<file path="src/rtl/plf_seq_pkg.sv">
package plf_seq_pkg;
  typedef enum logic [2:0] {ST_IDLE, ST_HDR, ST_FLUSH, ST_LOG, ST_OFF} seq_state_e;
  typedef enum logic [1:0] {CMT_NONE = 2'd0, CMT_HDR = 2'd1, CMT_CLOSE = 2'd2} commit_e;
  localparam int unsigned EVT_W = 8;
  localparam logic [EVT_W-1:0] EVT_HDR        = 8'hA1;
  localparam logic [EVT_W-1:0] EVT_DONE       = 8'hC0;
  localparam logic [EVT_W-1:0] EVT_INCOMPLETE = 8'hE5;
endpackage

</file>
<file path="src/rtl/plf_detect_qual.sv">
module plf_detect_qual #(
  parameter int unsigned QUAL_CYC  = 2,
  parameter int unsigned LAT_W     = 8,
  parameter int unsigned BIN_W     = 4,
  parameter int unsigned BIN_SHIFT = 2
) (
  input  logic             clk_i,
  input  logic             rst_ni,
  input  logic             en_i,
  input  logic             pfail_i,
  output logic             detect_o,
  output logic [BIN_W-1:0] bin_o
);
  localparam int unsigned QW = $clog2(QUAL_CYC + 1);
  localparam logic [LAT_W-1:0] BIN_MAX = LAT_W'((1 << BIN_W) - 1);

  logic [QW-1:0]    q_cnt;
  logic             armed;
  logic [LAT_W-1:0] lat_cnt, lat_total, shifted;
  logic             qhit;

  assign qhit      = pfail_i && (q_cnt == QW'(QUAL_CYC - 1));
  assign detect_o  = en_i && qhit;
  // latency including the current edge, saturating
  assign lat_total = (lat_cnt == '1) ? lat_cnt : lat_cnt + 1'b1;
  assign shifted   = lat_total >> BIN_SHIFT;
  assign bin_o     = (shifted > BIN_MAX) ? BIN_MAX[BIN_W-1:0] : shifted[BIN_W-1:0];

  always_ff @(posedge clk_i or negedge rst_ni) begin
    if (!rst_ni) begin
      q_cnt   <= '0;
      armed   <= 1'b0;
      lat_cnt <= '0;
    end else if (en_i) begin
      if (!pfail_i)  q_cnt <= '0;
      else if (!qhit) q_cnt <= q_cnt + 1'b1;
      if (armed || pfail_i) lat_cnt <= lat_total;
      armed <= armed || pfail_i;
    end
  end
endmodule

</file>
<file path="src/rtl/plf_hdr_pack.sv">
module plf_hdr_pack
  import plf_seq_pkg::*;
#(
  parameter int unsigned LOG_W  = 16,
  parameter int unsigned TS_W   = 32,
  parameter int unsigned EP_W   = 16,
  parameter int unsigned SNAP_W = 16,
  parameter int unsigned BIN_W  = 4,
  localparam int unsigned RAW_W     = EVT_W + BIN_W + EP_W + TS_W + SNAP_W,
  localparam int unsigned HDR_WORDS = (RAW_W + LOG_W - 1) / LOG_W,
  localparam int unsigned IDX_W     = (HDR_WORDS > 1) ? $clog2(HDR_WORDS) : 1
) (
  input  logic              clk_i,
  input  logic              rst_ni,
  input  logic              cap_i,
  input  logic [BIN_W-1:0]  bin_i,
  input  logic [TS_W-1:0]   ts_i,
  input  logic [EP_W-1:0]   ep_i,
  input  logic [SNAP_W-1:0] snap_i,
  input  logic [IDX_W-1:0]  idx_i,
  output logic [LOG_W-1:0]  word_o
);
  localparam int unsigned HDR_W = HDR_WORDS * LOG_W;

  logic [HDR_W-1:0] hdr_q;
  logic [LOG_W-1:0] words [HDR_WORDS];

  always_ff @(posedge clk_i or negedge rst_ni) begin
    if (!rst_ni)    hdr_q <= '0;
    else if (cap_i) hdr_q <= HDR_W'({EVT_HDR, bin_i, ep_i, ts_i, snap_i}) << (HDR_W - RAW_W);
  end

  for (genvar g = 0; g < HDR_WORDS; g++) begin : g_word
    assign words[g] = hdr_q[HDR_W-1-g*LOG_W -: LOG_W];
  end

  always_comb begin
    word_o = '0;
    for (int k = 0; k < HDR_WORDS; k++)
      if (idx_i == IDX_W'(k)) word_o = words[k];
  end
endmodule

</file>
<file path="src/rtl/plf_flush_wdog.sv">
module plf_flush_wdog #(
  parameter int unsigned FLUSH_TMO = 16
) (
  input  logic clk_i,
  input  logic rst_ni,
  input  logic run_i,
  output logic expire_o
);
  localparam int unsigned CW = $clog2(FLUSH_TMO + 1);

  logic [CW-1:0] cnt;

  assign expire_o = run_i && (cnt == CW'(FLUSH_TMO - 1));

  always_ff @(posedge clk_i or negedge rst_ni) begin
    if (!rst_ni)        cnt <= '0;
    else if (!run_i)    cnt <= '0;
    else if (!expire_o) cnt <= cnt + 1'b1;
  end
endmodule

</file>
<file path="src/rtl/plf_shutdown_seq.sv">
module plf_shutdown_seq
  import plf_seq_pkg::*;
#(
  parameter int unsigned LOG_W     = 16,
  parameter int unsigned TS_W      = 32,
  parameter int unsigned EP_W      = 16,
  parameter int unsigned SNAP_W    = 16,
  parameter int unsigned BIN_W     = 4,
  parameter int unsigned BIN_SHIFT = 2,
  parameter int unsigned LAT_W     = 8,
  parameter int unsigned QUAL_CYC  = 2,
  parameter int unsigned FLUSH_TMO = 16
) (
  input  logic              clk_i,
  input  logic              rst_ni,
  input  logic              pfail_i,
  input  logic              vstore_ok_i,
  input  logic              flush_done_i,
  input  logic [TS_W-1:0]   tstamp_i,
  input  logic [EP_W-1:0]   epoch_i,
  input  logic [SNAP_W-1:0] snap_i,
  output logic              throttle_o,
  output logic              safe_entered_o,
  output logic              flush_req_o,
  output logic              log_we_o,
  output logic [LOG_W-1:0]  log_data_o,
  output logic              poweroff_o,
  output logic [BIN_W-1:0]  lat_bin_o,
  output logic [1:0]        last_commit_o
);
  localparam int unsigned RAW_W     = EVT_W + BIN_W + EP_W + TS_W + SNAP_W;
  localparam int unsigned HDR_WORDS = (RAW_W + LOG_W - 1) / LOG_W;
  localparam int unsigned IDX_W     = (HDR_WORDS > 1) ? $clog2(HDR_WORDS) : 1;

  seq_state_e       state_q, state_d;
  logic [IDX_W-1:0] idx_q, idx_d;
  commit_e          commit_q, commit_d;
  logic [EVT_W-1:0] code_q, code_d;
  logic [BIN_W-1:0] bin_q, bin_now;
  logic             safe_q;
  logic             detect, expire;
  logic [LOG_W-1:0] hdr_word;

  plf_detect_qual #(
    .QUAL_CYC(QUAL_CYC), .LAT_W(LAT_W), .BIN_W(BIN_W), .BIN_SHIFT(BIN_SHIFT)
  ) u_qual (
    .clk_i, .rst_ni, .en_i(state_q == ST_IDLE), .pfail_i,
    .detect_o(detect), .bin_o(bin_now)
  );

  plf_hdr_pack #(
    .LOG_W(LOG_W), .TS_W(TS_W), .EP_W(EP_W), .SNAP_W(SNAP_W), .BIN_W(BIN_W)
  ) u_hdr (
    .clk_i, .rst_ni, .cap_i(detect), .bin_i(bin_now), .ts_i(tstamp_i),
    .ep_i(epoch_i), .snap_i, .idx_i(idx_q), .word_o(hdr_word)
  );

  plf_flush_wdog #(.FLUSH_TMO(FLUSH_TMO)) u_wdog (
    .clk_i, .rst_ni, .run_i(state_q == ST_FLUSH), .expire_o(expire)
  );

  // single entry from IDLE; no path back short of reset
  always_comb begin
    state_d  = state_q;
    idx_d    = idx_q;
    commit_d = commit_q;
    code_d   = code_q;
    unique case (state_q)
      ST_IDLE: if (detect) begin
        state_d = ST_HDR;
        idx_d   = '0;
      end
      ST_HDR: begin
        if (!vstore_ok_i) state_d = ST_OFF;
        else if (idx_q == IDX_W'(HDR_WORDS - 1)) begin
          state_d  = ST_FLUSH;
          commit_d = CMT_HDR;
        end else idx_d = idx_q + 1'b1;
      end
      ST_FLUSH: begin
        if (!vstore_ok_i) state_d = ST_OFF;
        else if (flush_done_i) begin
          state_d = ST_LOG;
          code_d  = EVT_DONE;
        end else if (expire) begin
          state_d = ST_LOG;
          code_d  = EVT_INCOMPLETE;
        end
      end
      ST_LOG: begin
        state_d  = ST_OFF;
        commit_d = CMT_CLOSE;
      end
      ST_OFF:  state_d = ST_OFF;
      default: state_d = ST_OFF;
    endcase
  end

  always_ff @(posedge clk_i or negedge rst_ni) begin
    if (!rst_ni) begin
      state_q  <= ST_IDLE;
      idx_q    <= '0;
      commit_q <= CMT_NONE;
      code_q   <= '0;
      bin_q    <= '0;
      safe_q   <= 1'b0;
    end else begin
      state_q  <= state_d;
      idx_q    <= idx_d;
      commit_q <= commit_d;
      code_q   <= code_d;
      if (detect) begin
        bin_q  <= bin_now;
        safe_q <= 1'b1;
      end
    end
  end

  assign throttle_o     = (state_q != ST_IDLE);
  assign safe_entered_o = safe_q;
  assign flush_req_o    = (state_q == ST_FLUSH);
  assign poweroff_o     = (state_q == ST_OFF);
  assign log_we_o       = (state_q == ST_HDR) || (state_q == ST_LOG);
  assign log_data_o     = (state_q == ST_HDR) ? hdr_word
                                              : {code_q, tstamp_i[LOG_W-EVT_W-1:0]};
  assign lat_bin_o      = bin_q;
  assign last_commit_o  = commit_q;
endmodule

</file>
<file path="config.mk">
export PLATFORM = sky130hd
export DESIGN_NAME = plf_shutdown_seq
export DESIGN_NICKNAME = d
export VERILOG_FILES = /design/src/rtl/plf_seq_pkg.sv /design/src/rtl/plf_detect_qual.sv /design/src/rtl/plf_hdr_pack.sv /design/src/rtl/plf_flush_wdog.sv /design/src/rtl/plf_shutdown_seq.sv
export SDC_FILE = /design/constraint.sdc
export NUM_CORES = 1
export LEC_CHECK = 0
export CORE_MARGIN = 8
export CORE_UTILIZATION = 40
export CTS_BUF_LIST = sky130_fd_sc_hd__clkbuf_8
export CTS_CLUSTER_SIZE = 20
export DETAILED_ROUTE_END_ITERATION = 10
export SYNTH_ARGS = -nofsm -noshare
export SYNTH_HDL_FRONTEND = slang
export SYNTH_SLANG_ARGS = --single-unit
</file>
<file path="constraint.sdc">
create_clock -name clk_i -period 2.7 [get_ports clk_i]
set_input_delay 0.675 -clock clk_i [delete_from_list [all_inputs] [get_ports clk_i]]
set_output_delay 0.675 -clock clk_i [all_outputs]
set_load 0.02 [all_outputs]
</file>
After elaboration in Yosys (flattened, before gate mapping)

Index checks and enable logic that the tools add are counted.

Flip-flop bits (word level): 106
Output and inout port bits: 27
Word-level logic and storage cells: 83
Bits of input ports: 69

Multiplexer cells: 28
Bitwise gates (word level): 1
$lt $le $gt $ge: 1
Equal/unequal tests: 19
Add/sub/neg operators: 4
Reductions and logical operators: 18

Operators with widths:

| cell                | count |
|---|---|
| $mux 16             | 6 |
| $mux 3              | 9 |
| $mux 8              | 3 |
| $eq 3x2->1 const B  | 4 |
| $ne 2x2->1 const B  | 6 |
| $reduce_and 3->1    | 4 |
| $mux 5              | 2 |
| $pmux 3 s3          | 1 |
| $add 8x1->8 const B | 1 |
| $eq 8x8->1 const B  | 1 |
| $mux 2              | 4 |
| $eq 3x1->1 const B  | 2 |
| $eq 3x3->1 const B  | 2 |
| $gt 6x4->1 const B  | 1 |
| $logic_not 3->1     | 2 |
| $pmux 3 s2          | 1 |
| $reduce_bool 2->1   | 3 |
| $add 5x1->5 const B | 1 |
| $eq 5x4->1 const B  | 1 |
| $mux 4              | 1 |
| $ne 4x4->1 const B  | 1 |
| $pmux 2 s2          | 1 |
| $reduce_and 2->1    | 2 |
| $reduce_and 4->1    | 1 |
| other kinds (8)     | 11 |

Longest topological paths before layout

Depth in word-level cells: 7
Mapped depth: 8
Gate-level depth less buffers: 7

Modules after synthesis

From an unflattened synthesis, not the netlist that was laid out.

Cell total of the unflattened synthesis: 395
Area total of the unflattened synthesis: 4907.2 sq um

By module, submodules not included:

| module           | cells an instance | instances | area an instance (sq um) |
|---|---|---|---|
| plf_hdr_pack     | 215               | 1         | 3075.4 |
| plf_shutdown_seq | 85                | 1         | 889.6 |
| plf_detect_qual  | 71                | 1         | 658.1 |
| plf_flush_wdog   | 24                | 1         | 284.0 |

Least setup slack after synthesis

No wires, ideal clock.

Path kind: register to output
From: register idx_q[0]
To: output log_data_o[0]
Cell stages (with the launch flop): 8
Data arrival time: 2.022 ns
Path slack: 0.003 ns
Cells stage by stage: dfrtp_1 > ha_1 > ha_1 > clkbuf_1 > nor2_1 > clkbuf_1 > a32oi_1 > o21ai_0

Word-level cells in the longest chain between the ends: 7
Elaborated cells on any way between the ends: 11
Classes of those cells: eq/ne (4); mux (6); reduce/logical (1)

RTL lines:

| element                | RTL line                | RTL |
|---|---|---|
| from (decl)            | plf_shutdown_seq.sv:36  | `logic [IDX_W-1:0] idx_q, idx_d;` |
| from (signal assigned) | plf_shutdown_seq.sv:109 | `idx_q <= idx_d;` |
| $logic_not 3->1        | plf_hdr_pack.sv:40      | `if (idx_i == IDX_W'(k)) word_o = words[k];` |
| $mux 16 (4 in series)  | plf_hdr_pack.sv:40      |  |
| $mux 16 (*)            | plf_hdr_pack.sv:40      |  |
| $mux 16 (*)            | plf_shutdown_seq.sv:124 | `assign log_data_o = (state_q == ST_HDR) ? hdr_word` |
| to (decl)              | plf_shutdown_seq.sv:26  | `output logic [LOG_W-1:0] log_data_o,` |

Every way passes the cells marked *; elsewhere a longest branch is shown, timed or not.

Final worst setup path

From: register idx_q[1]
To: output log_data_o[13]

The elaborated chain is that of the path after synthesis.

==> impl_metrics.env <==
export IMPL_rsz0062_at_grt="yes"
export IMPL_synth_ff_type="dfrtp_1"
export IMPL_gp_congestion=0.881
export IMPL_max_stage_delay_ns=0.43
export IMPL_core_area_mm2=0.0119
export IMPL_netlist_instances=570
export IMPL_synth_nets=648
export IMPL_status="finished, violations left"
export IMPL_crit_family="compound AO/OA/AOI/OAI gates"
export IMPL_antenna_found_initial=0
export IMPL_holdWs_ns=0.285
export IMPL_ys_seq_area_share_pct=49.7
export IMPL_grt_pass1_wl_mm=22.3
export IMPL_path_buf_inv=2
export IMPL_end_kind="output port"
export IMPL_synth_distinct_cells=48
export IMPL_cap_violations=0
export IMPL_reg2reg_slack_ns=0.70
export IMPL_critical_path_max_fanout=4
export IMPL_crit_arrival_ns=2.13
export IMPL_setup_ws_ns=-0.109
export IMPL_die_w_um=125
export IMPL_cp_required_ns=2.03
export IMPL_max_slew_margin_pct=64.4
export IMPL_yosys_warnings=0
export IMPL_clk_latency_ns=0.36
export IMPL_groute_usage_overall_pct=17.4
export IMPL_n_antenna_cell=0
export IMPL_hold_viol_final=0
export IMPL_grt_pass1_vias=4554
export IMPL_start_util_pct=40.3
export IMPL_drcViolationCount=0
export IMPL_dr_total_vias=4369
export IMPL_synth_edff_count=0
export IMPL_postCtsHoldBufs=0
export IMPL_clk_path_buf_depth=2
export IMPL_r2r_start="state_q[0]$_DFFE_PN0P_"
export IMPL_slew_viol_final=0
export IMPL_crit_path_top_delay_cell="dfrtp_1"
export IMPL_ys_seq_elements=95
export IMPL_drive_gt1_share_pct=18.5
export IMPL_setup_viol=8
export IMPL_dp_hpwl_mm=9.88
export IMPL_min_period_ns=2.81
export IMPL_placementRows=40
export IMPL_syn_area_per_cell_um2=8.39
export IMPL_cts_sinks=95
export IMPL_die_area_mm2=0.0157
export IMPL_vias_per_cell=5.20
export IMPL_cts_inserted_buffers=9
export IMPL_stdcell_count=840
export IMPL_post_drt_wl_per_cell_um=16.0
export IMPL_overflow=0
export IMPL_period_share_pct=104
export IMPL_port_buffers=95
export IMPL_r2r_cells=6
export IMPL_clock_skew_final_ns=0.00730
export IMPL_fmax_mhz=356
export IMPL_p_leak_nw=3.19
export IMPL_tritoncts="yes"
export IMPL_drtIter0Drc=276
export IMPL_path_cells="inv_2, ha_4, and3b_2, a211o_1, a221oi_2, o21ai_1, buf_4"
export IMPL_num_io_pins=96
export IMPL_clk_pin_slew_worst_paths_ns=0.09
export IMPL_ctsHtreeMaxLevel=3
export IMPL_dp_worst_setup_slack_ns=-0.192
export IMPL_timing_rr_end="u_hdr.hdr_q[71]$_DFFE_PN0P_"
export IMPL_wl_mm=13.4
export IMPL_synth_async_reset_ratio_pct=100
export IMPL_tightest_slew_ns=0.535
export IMPL_vdd_drop_max_mv=0.382
export IMPL_grt_max_degree=58
export IMPL_drtPass1Iterations=5
export IMPL_die_h_um=125
export IMPL_holdCritPathClass="input pin to async pin"
export IMPL_syn_cell_area_mm2=0.00478
export IMPL_post_place_cells=811
export IMPL_area_growth_pct=38.5
export IMPL_final_nets=768
export IMPL_cts_root_buf="clkbuf_8"
export IMPL_startpoint_type="flip-flop"
export IMPL_crit_type="flip-flop to output port"
export IMPL_final_antenna_net_count=0
export IMPL_p_per_area_mw_per_mm2=789
export IMPL_violations="negative setup slack"
-- routing by layer --
layer / vias to the layer above / track usage (%) / routed length [um]
li1: 2134 / - / -
met1: 2100 / 21.4 / 6030
met2: 110 / 30.0 / 6420
met3: 25 / 4.04 / 707
met4: 0 / 4.87 / 276
met5: - / 0 / 0
-- worst max path at each step --
stage                    startpoint              to  slack [ns]  cells after the start
2_1_floorplan  idx_q[0]$_DFFE_PN0P_   log_data_o[0]       0.003                      7
3_3_place_gp   idx_q[0]$_DFFE_PN0P_   log_data_o[8]       -0.18                      7
3_5_place_dp   idx_q[0]$_DFFE_PN0P_  log_data_o[13]       -0.19                      7
4_1_cts        idx_q[1]$_DFFE_PN0P_  log_data_o[15]       -0.09                      7
5_1_grt        idx_q[1]$_DFFE_PN0P_  log_data_o[15]       -0.17                      7
6_report       idx_q[1]$_DFFE_PN0P_  log_data_o[13]       -0.11                      7
-- stage by stage --
step	util [%]	TNS [ns]	cell area (um2)	power (mW)
6_report	55.9	-0.392	6630	5.23
5_1_grt	55.9	-1.35	6630	5.58
4_1_cts	54.7	-0.338	6490	5.16
3_5_place_dp	51.2	-2.37	6070	3.92
3_3_place_gp	51.2	-2.12	6070	3.88
2_1_floorplan	-	0	4780	3.23
-- report_power, final --
group | internal, mW | total, mW | leakage [nW] | switching [mW]
logic | 0.900 | 1.85 | 1.85 | 0.952
clock network | 0.562 | 1.04 | 0.108 | 0.477
registers | 1.95 | 2.34 | 1.24 | 0.390
-- kinds of logic (layout without fill, tap and decap cells) --
group,count (synthesis),count (layout),synth area share [%]
xor+xnor,7,7,1.28
fa+ha+maj,9,9,2.35
simple gates,297,297,26.9
flops,95,95,49.7
buf+inv,51,174,4.89
mux,5,5,1.12
compound gates,106,106,13.8
-- state kept, by name, indices dropped and copies added, names as in the netlist --
register        cells
u_qual.q_cnt        2
u_qual.lat_cnt      8
safe_entered_o      1
lat_bin_o           3
state_q             3
u_qual.armed        1
u_wdog.cnt          5
code_q              2
last_commit_o       2
u_hdr.hdr_q        65
idx_q               3
-- area by class of cell --
class                           count  area, um2
Sequential cell                    95       2380
Inverter                           12       45.0
Tap cell                          147        184
Fill cell                        1099       5240
Multi-Input combinational cell    424       2390
Timing Repair Buffer              148       1410
Clock inverter                      3       67.6
Clock buffer                       11        151
-- synth_stat cells (2+ instances only) --
library cell / count / area, um2
a31oi_1: 3 / 18.8
nand2b_1: 13 / 81.3
nor3b_1: 3 / 22.5
nand2_1: 221 / 830
dfrtp_1: 95 / 2380
a32o_1: 2 / 20.0
and2_1: 3 / 18.8
nor3_1: 7 / 35.0
nor2b_1: 2 / 12.5
or3_1: 4 / 25.0
and3_1: 2 / 12.5
nand3_1: 5 / 25.0
inv_1: 11 / 41.3
ha_1: 9 / 113
xor2_1: 6 / 52.6
o22ai_1: 3 / 18.8
buf_2: 12 / 60.1
or2_2: 2 / 12.5
a21o_1: 2 / 15.0
o211ai_1: 5 / 37.5
mux2i_1: 2 / 20.0
clkbuf_1: 20 / 75.1
mux2_2: 3 / 33.8
nand4_1: 3 / 18.8
a211o_1: 7 / 61.3
buf_4: 5 / 37.5
a221oi_1: 8 / 70.1
nor2_4: 2 / 22.5
a21oi_1: 25 / 125
nor2_1: 20 / 75.1
o21ai_0: 40 / 200
and3b_1: 5 / 43.8
a32oi_1: 4 / 35.0
a211oi_1: 2 / 15.0
-- cells in the final DEF, fill, tap and decap left out, types with 4 or more instances in the layout --
master           instances
clkbuf_8                11
ha_1                     4
and3b_1                  4
a211o_1                  7
a32oi_1                  4
nand2b_1                13
a221oi_2                 5
o211ai_1                 5
buf_4                   47
buf_12                   5
inv_1                    9
dfrtp_1                 95
a21oi_2                  6
o21ai_1                 15
o21ai_0                 20
nor3_1                   4
xor2_1                   6
o21ai_2                  5
nand3_1                  4
nand2_1                220
buf_2                    4
nor2_1                  19
buf_6                   13
ha_4                     4
clkdlybuf4s50_1         77
a21oi_1                 19
-- repair_timing --
item,4_1_cts,5_1_grt
endpoints found under the hold margin,0,0
setup buffers,8,5
setup endpoints to repair,17,16
cloned,2,0
pin swaps,17,13
gates resized for setup,135,32
(Power assumes the default switching activity.)
